## config.mk

```make
export PLATFORM = sky130hd
export DESIGN_NAME = link_integrity_proc
export DESIGN_NICKNAME = d
export VERILOG_FILES = /design/src/rtl/lip_pkg.sv /design/src/rtl/lip_tick.sv /design/src/rtl/lip_pulse_gen.sv /design/src/rtl/lip_link_mon.sv /design/src/rtl/lip_led_hold.sv /design/src/rtl/link_integrity_proc.sv
export SDC_FILE = /design/constraint.sdc
export NUM_CORES = 1
export LEC_CHECK = 0
export ABC_CLOCK_PERIOD_IN_PS = 3200
export BUFFER_PORTS_ARGS = -buffer_cell sky130_fd_sc_hd__buf_2
export CORE_ASPECT_RATIO = 1.25
export CORE_MARGIN = 4
export CORE_UTILIZATION = 40
export CTS_BUF_LIST = sky130_fd_sc_hd__clkbuf_16
export DETAILED_ROUTE_END_ITERATION = 10
export GPL_TIMING_DRIVEN = 1
export PLACE_DENSITY = 0.53
export SYNTH_ARGS = -nofsm -noshare
export SYNTH_HDL_FRONTEND = slang
export SYNTH_SLANG_ARGS = --single-unit
export TNS_END_PERCENT = 50
```

## constraint.sdc

```tcl
create_clock -name clk -period 3.2 [get_ports clk]
set_input_delay 0.64 -clock clk [delete_from_list [all_inputs] [get_ports clk]]
set_output_delay 0.64 -clock clk [all_outputs]
set_load 0.05 [all_outputs]
```

## src/rtl/lip_pkg.sv

```systemverilog
package lip_pkg;
  typedef enum logic {
    LNK_FAIL = 1'b0,
    LNK_GOOD = 1'b1
  } link_st_e;
endpackage

```

## src/rtl/lip_tick.sv

```systemverilog
module lip_tick #(
  parameter int DIV = 125000
) (
  input  logic clk,
  input  logic rst_n,
  output logic tick
);
  localparam int W = (DIV > 1) ? $clog2(DIV) : 1;
  localparam logic [W-1:0] LAST = W'(DIV - 1);

  logic [W-1:0] cnt_q;

  always_ff @(posedge clk) begin
    if (!rst_n)            cnt_q <= '0;
    else if (cnt_q == LAST) cnt_q <= '0;
    else                   cnt_q <= cnt_q + 1'b1;
  end

  assign tick = (cnt_q == LAST);
endmodule

```

## src/rtl/lip_pulse_gen.sv

```systemverilog
module lip_pulse_gen #(
  parameter int PERIOD = 16
) (
  input  logic clk,
  input  logic rst_n,
  input  logic tick,
  input  logic tx_busy,
  output logic lp_req
);
  localparam int W = $clog2(PERIOD + 1);
  localparam logic [W-1:0] LAST = W'(PERIOD - 1);

  logic [W-1:0] cnt_q;
  logic         lp_q;

  always_ff @(posedge clk) begin
    if (!rst_n) begin
      cnt_q <= '0;
      lp_q  <= 1'b0;
    end else begin
      lp_q <= !tx_busy && tick && (cnt_q == LAST);
      if (tx_busy)                   cnt_q <= '0;
      else if (tick && cnt_q == LAST) cnt_q <= '0;
      else if (tick)                 cnt_q <= cnt_q + 1'b1;
    end
  end

  assign lp_req = lp_q;


  lp_single_chk: assert property (@(posedge clk) disable iff (!rst_n)
    lp_q |=> !lp_q);

  lp_quiet_chk: assert property (@(posedge clk) disable iff (!rst_n)
    lp_q |-> !$past(tx_busy));
endmodule

```

## src/rtl/lip_link_mon.sv

```systemverilog
module lip_link_mon
  import lip_pkg::*;
#(
  parameter int FAIL_TO    = 100,
  parameter int RUN_THRESH = 4,
  parameter int GAP_MIN    = 2,
  parameter int GAP_MAX    = 150
) (
  input  logic clk,
  input  logic rst_n,
  input  logic tick,
  input  logic rx_frame,
  input  logic rx_lp,
  output logic good
);
  localparam int WI = $clog2(FAIL_TO + 1);
  localparam int WG = $clog2(GAP_MAX + 2);
  localparam int WR = $clog2(RUN_THRESH + 1);
  localparam logic [WI-1:0] IDLE_LAST = WI'(FAIL_TO - 1);
  localparam logic [WG-1:0] GAP_LO    = WG'(GAP_MIN);
  localparam logic [WG-1:0] GAP_HI    = WG'(GAP_MAX);
  localparam logic [WR:0]   RUN_HIT   = (WR+1)'(RUN_THRESH);

  link_st_e      st_q;
  logic [WI-1:0] idle_q;
  logic [WG-1:0] gap_q;
  logic [WR-1:0] run_q;
  logic          act;
  logic          gap_ok;
  logic [WR:0]   run_nx;

  assign act    = rx_frame || rx_lp;
  assign gap_ok = (gap_q >= GAP_LO) && (gap_q <= GAP_HI);

  always_comb begin
    if (run_q == '0 || gap_ok) run_nx = {1'b0, run_q} + 1'b1;
    else                       run_nx = (WR+1)'(1);
  end

  // silence timer
  always_ff @(posedge clk) begin
    if (!rst_n)                         idle_q <= '0;
    else if (act)                       idle_q <= '0;
    else if (tick && idle_q != IDLE_LAST) idle_q <= idle_q + 1'b1;
  end

  // spacing since the previous link pulse, saturating above the window
  always_ff @(posedge clk) begin
    if (!rst_n)                      gap_q <= '0;
    else if (rx_lp)                  gap_q <= '0;
    else if (tick && gap_q <= GAP_HI) gap_q <= gap_q + 1'b1;
  end

  always_ff @(posedge clk) begin
    if (!rst_n) begin
      st_q  <= LNK_FAIL;
      run_q <= '0;
    end else begin
      case (st_q)
        LNK_GOOD: begin
          run_q <= '0;
          if (!act && tick && idle_q == IDLE_LAST) st_q <= LNK_FAIL;
        end
        default: begin
          if (rx_frame) begin
            st_q  <= LNK_GOOD;
            run_q <= '0;
          end else if (rx_lp) begin
            if (run_nx >= RUN_HIT) begin
              st_q  <= LNK_GOOD;
              run_q <= '0;
            end else begin
              run_q <= run_nx[WR-1:0];
            end
          end
        end
      endcase
    end
  end

  assign good = (st_q == LNK_GOOD);


  run_bound_chk: assert property (@(posedge clk) disable iff (!rst_n)
    run_q < WR'(RUN_THRESH));

  exit_cause_chk: assert property (@(posedge clk) disable iff (!rst_n)
    (st_q == LNK_GOOD && $past(st_q) == LNK_FAIL) |-> $past(act));

  drop_cause_chk: assert property (@(posedge clk) disable iff (!rst_n)
    (st_q == LNK_FAIL && $past(st_q) == LNK_GOOD) |-> $past(tick && !act));
endmodule

```

## src/rtl/lip_led_hold.sv

```systemverilog
module lip_led_hold #(
  parameter int MIN_OFF = 100
) (
  input  logic clk,
  input  logic rst_n,
  input  logic tick,
  input  logic good_in,
  output logic led_raw
);
  localparam int W = $clog2(MIN_OFF + 1);
  localparam logic [W-1:0] LOAD = W'(MIN_OFF);

  logic         good_d;
  logic [W-1:0] hold_q;

  always_ff @(posedge clk) begin
    if (!rst_n) begin
      good_d <= 1'b0;
      hold_q <= '0;
    end else begin
      good_d <= good_in;
      if (good_d && !good_in)       hold_q <= LOAD;
      else if (tick && hold_q != '0) hold_q <= hold_q - 1'b1;
    end
  end

  assign led_raw = good_in && (hold_q == '0);


  led_hold_chk: assert property (@(posedge clk) disable iff (!rst_n)
    (good_d && !good_in) |=> (hold_q != '0 && !led_raw));
endmodule

```

## src/rtl/link_integrity_proc.sv

```systemverilog
module link_integrity_proc #(
  parameter int TICK_DIV     = 125000,
  parameter int PULSE_PERIOD = 16,
  parameter int FAIL_TIMEOUT = 100,
  parameter int RUN_THRESH   = 4,
  parameter int GAP_MIN      = 2,
  parameter int GAP_MAX      = 150,
  parameter int LED_MIN_OFF  = 100
) (
  input  logic clk,
  input  logic rst_n,
  input  logic rx_frame,
  input  logic rx_link_pulse,
  input  logic tx_active,
  input  logic link_chk_dis,
  output logic link_good,
  output logic link_pulse_req,
  output logic tx_en,
  output logic rx_en,
  output logic lpbk_en,
  output logic sqe_en,
  output logic led_on
);
  logic tick;
  logic mon_good;
  logic led_raw;
  logic tx_busy;

  lip_tick #(.DIV(TICK_DIV)) u_tick (
    .clk(clk), .rst_n(rst_n), .tick(tick)
  );

  lip_link_mon #(
    .FAIL_TO(FAIL_TIMEOUT), .RUN_THRESH(RUN_THRESH),
    .GAP_MIN(GAP_MIN), .GAP_MAX(GAP_MAX)
  ) u_mon (
    .clk(clk), .rst_n(rst_n), .tick(tick),
    .rx_frame(rx_frame), .rx_lp(rx_link_pulse), .good(mon_good)
  );

  assign link_good = link_chk_dis || mon_good;
  assign tx_en     = link_good;
  assign rx_en     = link_good;
  assign lpbk_en   = link_good;
  assign sqe_en    = link_good;
  assign tx_busy   = tx_active && tx_en;

  lip_pulse_gen #(.PERIOD(PULSE_PERIOD)) u_pgen (
    .clk(clk), .rst_n(rst_n), .tick(tick),
    .tx_busy(tx_busy), .lp_req(link_pulse_req)
  );

  lip_led_hold #(.MIN_OFF(LED_MIN_OFF)) u_led (
    .clk(clk), .rst_n(rst_n), .tick(tick),
    .good_in(link_good), .led_raw(led_raw)
  );

  assign led_on = link_chk_dis || led_raw;


  dis_forces_chk: assert property (@(posedge clk) disable iff (!rst_n)
    link_chk_dis |-> (link_good && led_on && sqe_en));

  fail_pulses_chk: assert property (@(posedge clk) disable iff (!rst_n)
    (!$past(link_good) && $past(tick)) |-> !$past(tx_busy));
endmodule

```

## Word level (Yosys, flattened, before mapping)

Cells that the tools add are included.

| cells by class | value |
|---|---|
| add/subtract/negate cells | 6 |
| magnitude comparators | 3 |
| eq/ne operators | 4 |
| muxes and demuxes | 9 |
| bitwise operators | 1 |
| reduce and logical (&&, ||, !) cells | 29 |

Operators with widths:

| operator | number |
|---|---|
| $add 17x1->17 const B | 1 |
| $eq 17x17->1 const B | 1 |
| $mux 7 | 2 |
| $logic_and 1x1->1 | 12 |
| $add 8x1->8 const B | 1 |
| $ge 8x2->1 const B | 1 |
| $le 8x8->1 const B | 1 |
| $reduce_or 2->1 | 4 |
| $add 7x1->7 const B | 1 |
| $eq 7x7->1 const B | 1 |
| $logic_not 7->1 | 1 |
| $ne 7x7->1 const B | 1 |
| $reduce_bool 7->1 | 1 |
| $sub 7x1->7 const B | 1 |
| $reduce_or 3->1 | 2 |
| $add 5x1->5 const B | 1 |
| $eq 5x4->1 const B | 1 |
| $mux 1 | 5 |
| $add 3x1->4 const B | 1 |
| $ge 4x3->1 const B | 1 |
| $logic_or 1x1->1 | 4 |
| $mux 4 | 1 |
| $logic_not 1->1 | 3 |
| $logic_not 3->1 | 1 |
| other kinds (3) | 3 |

| word-level totals | value |
|---|---|
| register bits after elaboration | 50 |
| output and inout bits | 7 |
| logic and storage cells | 62 |

## Longest topological paths before layout

Gate-level depths: netlist (run 1).

| logic depth | value |
|---|---|
| depth in word-level cells | 9 |
| gate-level depth with buffers | 7 |

## By module

From an unflattened synthesis (run 1), not the netlist that was laid out.

| unflattened totals | value |
|---|---|
| cells, all modules | 284 |
| area total of the unflattened synthesis | 2516.2 µm² |

Modules (own cells, without submodules):

| module | instances | cells each | area each (µm²) | seq. area each (µm²) |
|---|---|---|---|---|
| lip_link_mon | 1 | 115 | 970.9 | 380.4 |
| lip_tick | 1 | 90 | 803.3 | 340.3 |
| lip_led_hold | 1 | 46 | 402.9 | 160.2 |
| lip_pulse_gen | 1 | 26 | 289.0 | 120.1 |
| link_integrity_proc | 1 | 7 | 50.0 | 0.0 |

## Worst setup path before layout (run 1)

No wires, ideal clock.

| timing | value |
|---|---|
| path kind | register to output |
| start point | reg u_led.hold_q[3] |
| end point | out led_on |
| arrival | 1.432 ns |
| path slack | 1.128 ns |
| cell stages (with the launch flop) | 4 |
| cells stage by stage | dfxtp_1 or4_1 nor2_1 a21o_1 |

| on the way | value |
|---|---|
| cells in the longest elaborated chain, start to end | 3 |

Ends and longest elaborated chain:

| what | RTL line | text |
|---|---|---|
| from (decl) | lip_led_hold.sv:14 | `logic [W-1:0] hold_q;` |
| from (signal assigned) | lip_led_hold.sv:23 | `else if (tick && hold_q != '0) hold_q <= hold_q - 1'b1;` |
| $logic_not 7->1 | lip_led_hold.sv:27 | `assign led_raw = good_in && (hold_q == '0);` |
| $logic_and 1x1->1 | lip_led_hold.sv:27 |  |
| $logic_or 1x1->1 | link_integrity_proc.sv:58 | `assign led_on = link_chk_dis \|\| led_raw;` |
| to (decl) | link_integrity_proc.sv:22 | `output logic led_on` |

Every way passes these cells.

## Worst setup path after layout (run 1)

Ends and elaborated chain as after synthesis.

==> reports/summary.txt, run 1 <==
CTS HTree Levels -> 2
postcts setup bufs -> 0
register share of total power -> 46.3%
Synthesized Nets -> 301
clk sinks -> 50
FF+latch count, synth -> 50
crit-path cells -> or4_1 > nor2_1 > a21o_1 > buf_2
vias per cell -> 5.26
Gate Count Post-Synth -> 285
I/O pin total -> 13
Routed WL -> 4840 um
Port Buf Inserts -> 12
placed instance area -> 0.00255 mm2
Max transition margin -> 57.4%
Switching Power -> 284 uW
CTS tree -> done
cell taking the most area after synthesis -> dfxtp_1
post-DP HPWL -> 3530 um
critical path's largest stage delay -> 0.60 ns
Syn Area/Cell -> 8.60 um2
Die X-Extent -> 78.0 um
nets@finish -> 310
clk slew on worst S/H paths -> 0.07 ns
Site Rows -> 31
Final Setup Violations -> 0
fin crit share -> 76.5%
Synth cell types -> 43
layout cells sized above 1 -> 8.14%
number of DRC markers in iteration 0 -> 69
CTS Root Cell -> clkbuf_16
f_max -> 409 MHz
post-route cell area -> 0.00274 mm2
Final min period -> 2.45 ns
RSZ-0062 raised after global routing -> no
Comb power frac -> 5.0%
die height -> 95.5 um
PD cells -> 503 mW/mm2
Sw Ratio -> 20.6%
Synth Cell Area -> 0.00245 mm2
Pint -> 1100 uW
number of CTS-inserted buffers -> 5
Max Clock Skew -> 0.00392 ns
clk_lat worst skew -> 0.28 ns
Worst VDD drop -> 0.214 mV
HP Class -> reg2reg
drt pass-1 iters -> 4
synth cell count leaders -> dfxtp_1 (50), nor2_1 (41), nand2_1 (20)
first-pass GRT wire length -> 8520 um
initial antenna violation count -> 0
drt wl/cell -> 12.8 um
Seq/Total Area, Yosys -> 40.9%
status -> completed
largest cells by area after synthesis -> dfxtp_1 (41%), nor2_1 (6.3%), xnor2_1 (5.7%), ha_1 (5.1%), xor2_1 (4.6%)
Design Power -> 1380 uW
total die area -> 0.00745 mm2
largest net degree at the start of global routing -> 17
vias after detailed routing -> 1982
post-place setup slack -> 0.878 ns
Ys Warns -> 0
Slew @ Worst Pin -> 0.634 ns
DRC errors left -> 0
Slowest-stage cell, CP -> or4_1
maxcap violations -> 0
WP data arrival -> 1.81 ns
setup TNS -> 0 ns
Final Slew Violations -> 0
Worst EP required -> 2.56 ns
post_cts resized -> 0
EDFF count, synth -> 0
GPL Wtd Cong -> 0.775
clk buf depth -> 2
Setup CP Type -> reg2out
area delta synth->final -> 12.0%
All-Layer GR Usage -> 14.1%
clock network fraction of total power -> 48.6%
initial core utilization -> 41.8%
Detail Route Antenna Nets -> 0
Primary FF master, synth -> dfxtp_1
vias in the first global route -> 1898
top cell type's share of synthesized area -> 40.9%
final core occ -> 46.8%
Worst Path Buf+Inv -> 1
Async SR Flop Fraction -> 0%
leakage -> 0.000943 uW
cell with the most instances after synthesis -> dfxtp_1
Critical Path Fanout Max -> 5
crit-path leading delay family -> simple AND/OR/NAND/NOR gates
Worst setup SP type -> flip-flop
GR Overflow Total -> 0
crit end category -> output pin
n_diodes -> 0
final hold violations -> 0
Post-CTS Hold Fix Bufs -> 0
final setup margin -> 0.752 ns
Std-Cell Core Area -> 0.00586 mm2
## cells by family after synthesis
| kind of cell | count (synthesis) | synth area share [%] |
|---|---|---|
| simple gates | 133 | 28.8 |
| flops | 50 | 40.9 |
| compound gates | 38 | 9.81 |
| xor+xnor | 29 | 10.4 |
| buf+inv | 24 | 4.70 |
| fa+ha+maj | 10 | 5.11 |
| mux | 1 | 0.409 |
## routing by layer
| layer | track usage [%] | routed length [um] | vias up |
|---|---|---|---|
| li1 | - | - | 1027 |
| met1 | 17.3 | 2390 | 927 |
| met2 | 25.2 | 2270 | 22 |
| met3 | 2.93 | 133 | 6 |
| met4 | 3.50 | 48 | 0 |
| met5 | 0 | 0 | - |
## state kept, by name, summed over array words and instances (netlist names)
register       flops
u_tick.cnt_q      17
u_mon.gap_q        8
u_led.hold_q       7
u_mon.idle_q       7
u_pgen.cnt_q       5
u_mon.run_q        3
u_led.good_d       1
u_mon.good         1
u_pgen.lp_req      1
## area by class of cell
cell class	instances	area [um2]
Clock buffer	5	125
Clock inverter	3	63.8
Fill cell	598	3110
Inverter	13	48.8
Multi-Input combinational cell	211	1330
Sequential cell	50	1000
Tap cell	82	103
Timing Repair Buffer	13	67.6
## tightest hold or removal path, cell delays in order (launching register included)
cell and delay (ns):
dfxtp_1 0.31, nand2_1 0.05, a21oi_1 0.05
## per-stage QoR
| stage | hold slack (ns) | cells |
|---|---|---|
| 6_report | 0.455 | 377 |
| 5_1_grt | 0.490 | 377 |
| 4_1_cts | 0.461 | 377 |
| 3_5_place_dp | 0.451 | 369 |
| 3_3_place_gp | 0.446 | 369 |
| 2_1_floorplan | 0.432 | 285 |
## power groups by stage
stage	sequential (uW)	clock, uW	combinational, uW
after floorplan	650	0	57.4
after global placement	653	0	70.3
after detailed placement	653	0	69.9
after CTS	639	688	70.2
after global routing	640	710	77.2
final	639	671	69.2
## path summary, 6_finish.rpt
| kind | startpoint | to | slack [ns] | cells after the start |
|---|---|---|---|---|
| setup / recovery | u_led.hold_q[3] | led_on | 0.75 | 4 |
| hold / removal | u_pgen.cnt_q[4] | u_pgen.cnt_q[4] | 0.45 | 2 |
| setup reg to reg | u_tick.cnt_q[13] | u_tick.cnt_q[4] | 0.95 | 5 |
| hold reg to reg | u_pgen.cnt_q[4] | u_pgen.cnt_q[4] | 0.45 | 2 |
## cell usage in the layout (no fill, tap or decap), types with 2 or more instances in the layout
cell | Yosys | layout
nand3_1 | 16 | 16
xnor2_1 | 16 | 16
nor3b_1 | 2 | 2
a31oi_1 | 3 | 3
a21oi_1 | 11 | 11
nand4_1 | 8 | 8
or3_1 | 4 | 4
o21ai_0 | 8 | 8
o211ai_1 | 2 | 2
nand2b_1 | 2 | 2
nor2_1 | 41 | 41
nor3_1 | 5 | 5
nor4_1 | 12 | 12
dfxtp_1 | 50 | 50
clkbuf_16 | 0 | 5
nor4b_1 | 3 | 3
o31ai_1 | 2 | 2
bufinv_16 | 0 | 2
o21a_1 | 2 | 2
buf_2 | 2 | 12
or4_1 | 4 | 4
and3_1 | 4 | 4
xor2_1 | 13 | 13
and4_1 | 4 | 4
a21boi_0 | 5 | 5
inv_1 | 13 | 13
nand2_1 | 20 | 20
ha_1 | 10 | 10
(Power assumes the default switching activity.)
==> inputs of run 2 (changes only) <==
Settings changed: ABC_AREA set to 1, ABC_CLOCK_PERIOD_IN_PS 3200 to 2300.
Clock period 3.2 ns to 2.3 ns, I/O delays scaled along.
==> reports/summary.txt, run 2 <==
Post-CTS Hold Fix Bufs -> 0 (unchanged)
f_max -> 498 MHz
setup TNS -> 0 ns (unchanged)
Critical Path Fanout Max -> 5 (unchanged)
synth cell count leaders -> nand2_1 (95), inv_1 (55), dfxtp_1 (50) (was dfxtp_1 (50), nor2_1 (41), nand2_1 (20))
worst setup path startpoint -> u_led.hold_q[0] (was u_led.hold_q[3])
r2r endpoint -> u_pgen.cnt_q[3] (was u_tick.cnt_q[4])
HP Class -> in2reg (was reg2reg)
Detail Route Antenna Nets -> 0 (unchanged)
fill cell count -> 720 (was 598)
Port Buf Inserts -> 12 (unchanged)
n_diodes -> 0 (unchanged)
crit-path cells -> inv_1 > ha_1 > inv_1 > nor2_1 > nand3_1 > o21bai_1 > buf_2 (was or4_1 > nor2_1 > a21o_1 > buf_2)
Slew @ Worst Pin -> 0.471 ns (was 0.634 ns)
postcts setup bufs -> 0 (unchanged)
GR Overflow Total -> 0 (unchanged)
Final Slew Violations -> 0 (unchanged)
Worst EP required -> 1.84 ns (was 2.56 ns)
register with the highest flop count -> u_tick.cnt_q (unchanged)
PD cells -> 557 mW/mm2 (was 503 mW/mm2)
final hold violations -> 0 (unchanged)
die height -> 102 um (was 95.5 um)
largest net degree at the start of global routing -> 18 (was 17)
critical path's largest stage delay -> 0.32 ns (was 0.60 ns)
Std-Cell Core Area -> 0.00669 mm2 (was 0.00586 mm2)
biggest regs -> u_tick.cnt_q (17), u_mon.gap_q (8) (unchanged)
WP data arrival -> 1.55 ns (was 1.81 ns)
CTS tree -> done (unchanged)
Seq/Total Area, Yosys -> 35.7% (was 40.9%)
Max transition margin -> 68.5% (was 57.4%)
area delta synth->final -> 9.36% (was 12.0%)
max reg flops -> 17 (unchanged)
Gate Count Post-Synth -> 410 (was 285)
worst-case hold path end point -> u_led.good_d (was u_pgen.cnt_q[4])
largest cells by area after synthesis -> dfxtp_1 (36%), nand2_1 (13%), inv_1 (7.4%), nand3_1 (5.9%), a21oi_1 (5.5%) (was dfxtp_1 (41%), nor2_1 (6.3%), xnor2_1 (5.7%), ha_1 (5.1%), xor2_1 (4.6%))
GPL Wtd Cong -> 0.810 (was 0.775)
drt wl/cell -> 11.7 um (was 12.8 um)
Slowest-stage cell, CP -> dfxtp_1 (was or4_1)
RR Startpoint -> u_tick.cnt_q[0] (was u_tick.cnt_q[13])
drt pass-1 iters -> 4 (unchanged)
Worst VDD drop -> 0.260 mV (was 0.214 mV)
Worst path depth -> 7 (was 4)
total die area -> 0.00843 mm2 (was 0.00745 mm2)
clk sinks -> 50 (unchanged)
Hold Path Depth -> 3 (was 2)
FF+latch count, synth -> 50 (unchanged)
Async SR Flop Fraction -> 0% (unchanged)
initial core utilization -> 42.0% (was 41.8%)
cell with the most instances after synthesis -> nand2_1 (was dfxtp_1)
Site Rows -> 33 (was 31)
Max Clock Skew -> 0.00600 ns (was 0.00392 ns)
vias per cell -> 4.89 (was 5.26)
Worst Path Buf+Inv -> 3 (was 1)
Syn Area/Cell -> 6.85 um2 (was 8.60 um2)
layout cells sized above 1 -> 12.0% (was 8.14%)
nets@finish -> 440 (was 310)
area taken by multi-input logic gates -> 0.00154 mm2 (was 0.00133 mm2)
crit-path leading delay family -> buffers and inverters (was simple AND/OR/NAND/NOR gates)
most frequent CP cell -> inv_1
vias in the first global route -> 2414 (was 1898)
Design Power -> 1710 uW (was 1380 uW)
initial antenna violation count -> 0 (unchanged)
CTS HTree Levels -> 2 (unchanged)
status -> completed (unchanged)
Primary FF master, synth -> dfxtp_1 (unchanged)
cell taking the most area after synthesis -> dfxtp_1 (unchanged)
reg2reg setup slack -> 0.59 ns (was 0.95 ns)
Storage cell area -> 0.00100 mm2 (unchanged)
Routed WL -> 5950 um (was 4840 um)
maxcap violations -> 0 (unchanged)
number of DRC markers in iteration 0 -> 83 (was 69)
clk_lat worst skew -> 0.29 ns (was 0.28 ns)
commonest non-fill, non-tap cells in the layout -> nand2_1 (95), inv_1 (55), dfxtp_1 (50) (was dfxtp_1 (50), nor2_1 (41), nand2_1 (20))
RSZ-0062 raised after global routing -> no (unchanged)
post-DP HPWL -> 4480 um (was 3530 um)
first-pass GRT wire length -> 10400 um (was 8520 um)
DRC errors left -> 0 (unchanged)
I/O pin total -> 13 (unchanged)
Ys Warns -> 0 (unchanged)
All-Layer GR Usage -> 14.8% (was 14.1%)
clk buf depth -> 2 (unchanged)
crit end category -> output pin (unchanged)
Synth Cell Area -> 0.00281 mm2 (was 0.00245 mm2)
Synthesized Nets -> 426 (was 301)
Final Setup Violations -> 0 (unchanged)
Setup CP Type -> reg2out (unchanged)
clk slew on worst S/H paths -> 0.06 ns (was 0.07 ns)
vias after detailed routing -> 2500 (was 1982)
EDFF count, synth -> 0 (unchanged)
Worst setup SP type -> flip-flop (unchanged)
top cell type's share of synthesized area -> 35.7% (was 40.9%)
post_cts resized -> 0 (unchanged)
worst r2r path cells -> 8 (was 5)
fin crit share -> 87.3%
worst hold start -> link_chk_dis (was u_pgen.cnt_q[4])
Die X-Extent -> 82.9 um (was 78.0 um)
number of CTS-inserted buffers -> 5 (unchanged)
Final min period -> 2.01 ns
leakage -> 0.00115 uW (was 0.000943 uW)
CTS Root Cell -> clkbuf_16 (unchanged)
Synth cell types -> 33 (was 43)
commonest non-fill, non-tap cell in the layout -> nand2_1 (was dfxtp_1)
[run 2: worst min-delay path, delay by kind of cell]
| family | cells | cell delay, ns |
|---|---|---|
| buffers and inverters | 1 | 0.08 |
| AND/OR/NAND/NOR | 2 | 0.14 |
[run 2: logic make-up after synthesis]
| kind of cell | Yosys count | share of synthesized area [%] |
|---|---|---|
| simple gates | 226 | 38.0 |
| buf+inv | 65 | 9.63 |
| compound gates | 50 | 9.45 |
| flops | 50 | 35.7 |
| fa+ha+maj | 10 | 4.46 |
| xor+xnor | 9 | 2.81 |
[run 2: final cells by class]
type	count	share of cell area (%)
clock inverters	2	0.326
inverters	59	7.21
flip-flops and latches	50	32.6
well taps	87	3.55
repair buffers	13	2.20
multi-input cells	295	50.0
clock buffers	5	4.07
[run 2: worst max-delay path by stage]
stage,endpoint,slack (ns)
floorplan,led_on,0.23
global placement,led_on,0.59
detailed placement,led_on,0.60
CTS,led_on,0.28
global route,led_on,0.15
finish,led_on,0.29
[run 2: layer usage]
| metal | global-route usage (%) | up-vias | routed length [um] |
|---|---|---|---|
| met2 | 27.4 | 38 | 2980 |
| li1 | - | 1338 | - |
| met4 | 5.41 | 0 | 80 |
| met3 | 3.09 | 8 | 204 |
| met1 | 16.9 | 1116 | 2690 |
| met5 | 0 | - | 0 |
[run 2: metrics by stage]
stage / hold WS [ns] / instance area [um2] / util [%] / setup slack (ns) / cells
3_5_place_dp: 0.443 / 2940 / 43.9 / 0.603 / 504
5_1_grt: 0.455 / 3070 / 45.9 / 0.153 / 511
4_1_cts: 0.437 / 3070 / 45.9 / 0.279 / 511
6_report: 0.433 / 3070 / 45.9 / 0.292 / 511
3_3_place_gp: 0.432 / 2940 / 43.9 / 0.590 / 504
2_1_floorplan: 0.418 / 2810 / - / 0.226 / 410
[run 2: power breakdown]
group | internal, uW | switching, uW | total (uW)
Clock | 393 | 313 | 706
Sequential | 877 | 10.4 | 887
Combinational | 34.3 | 83.6 | 118
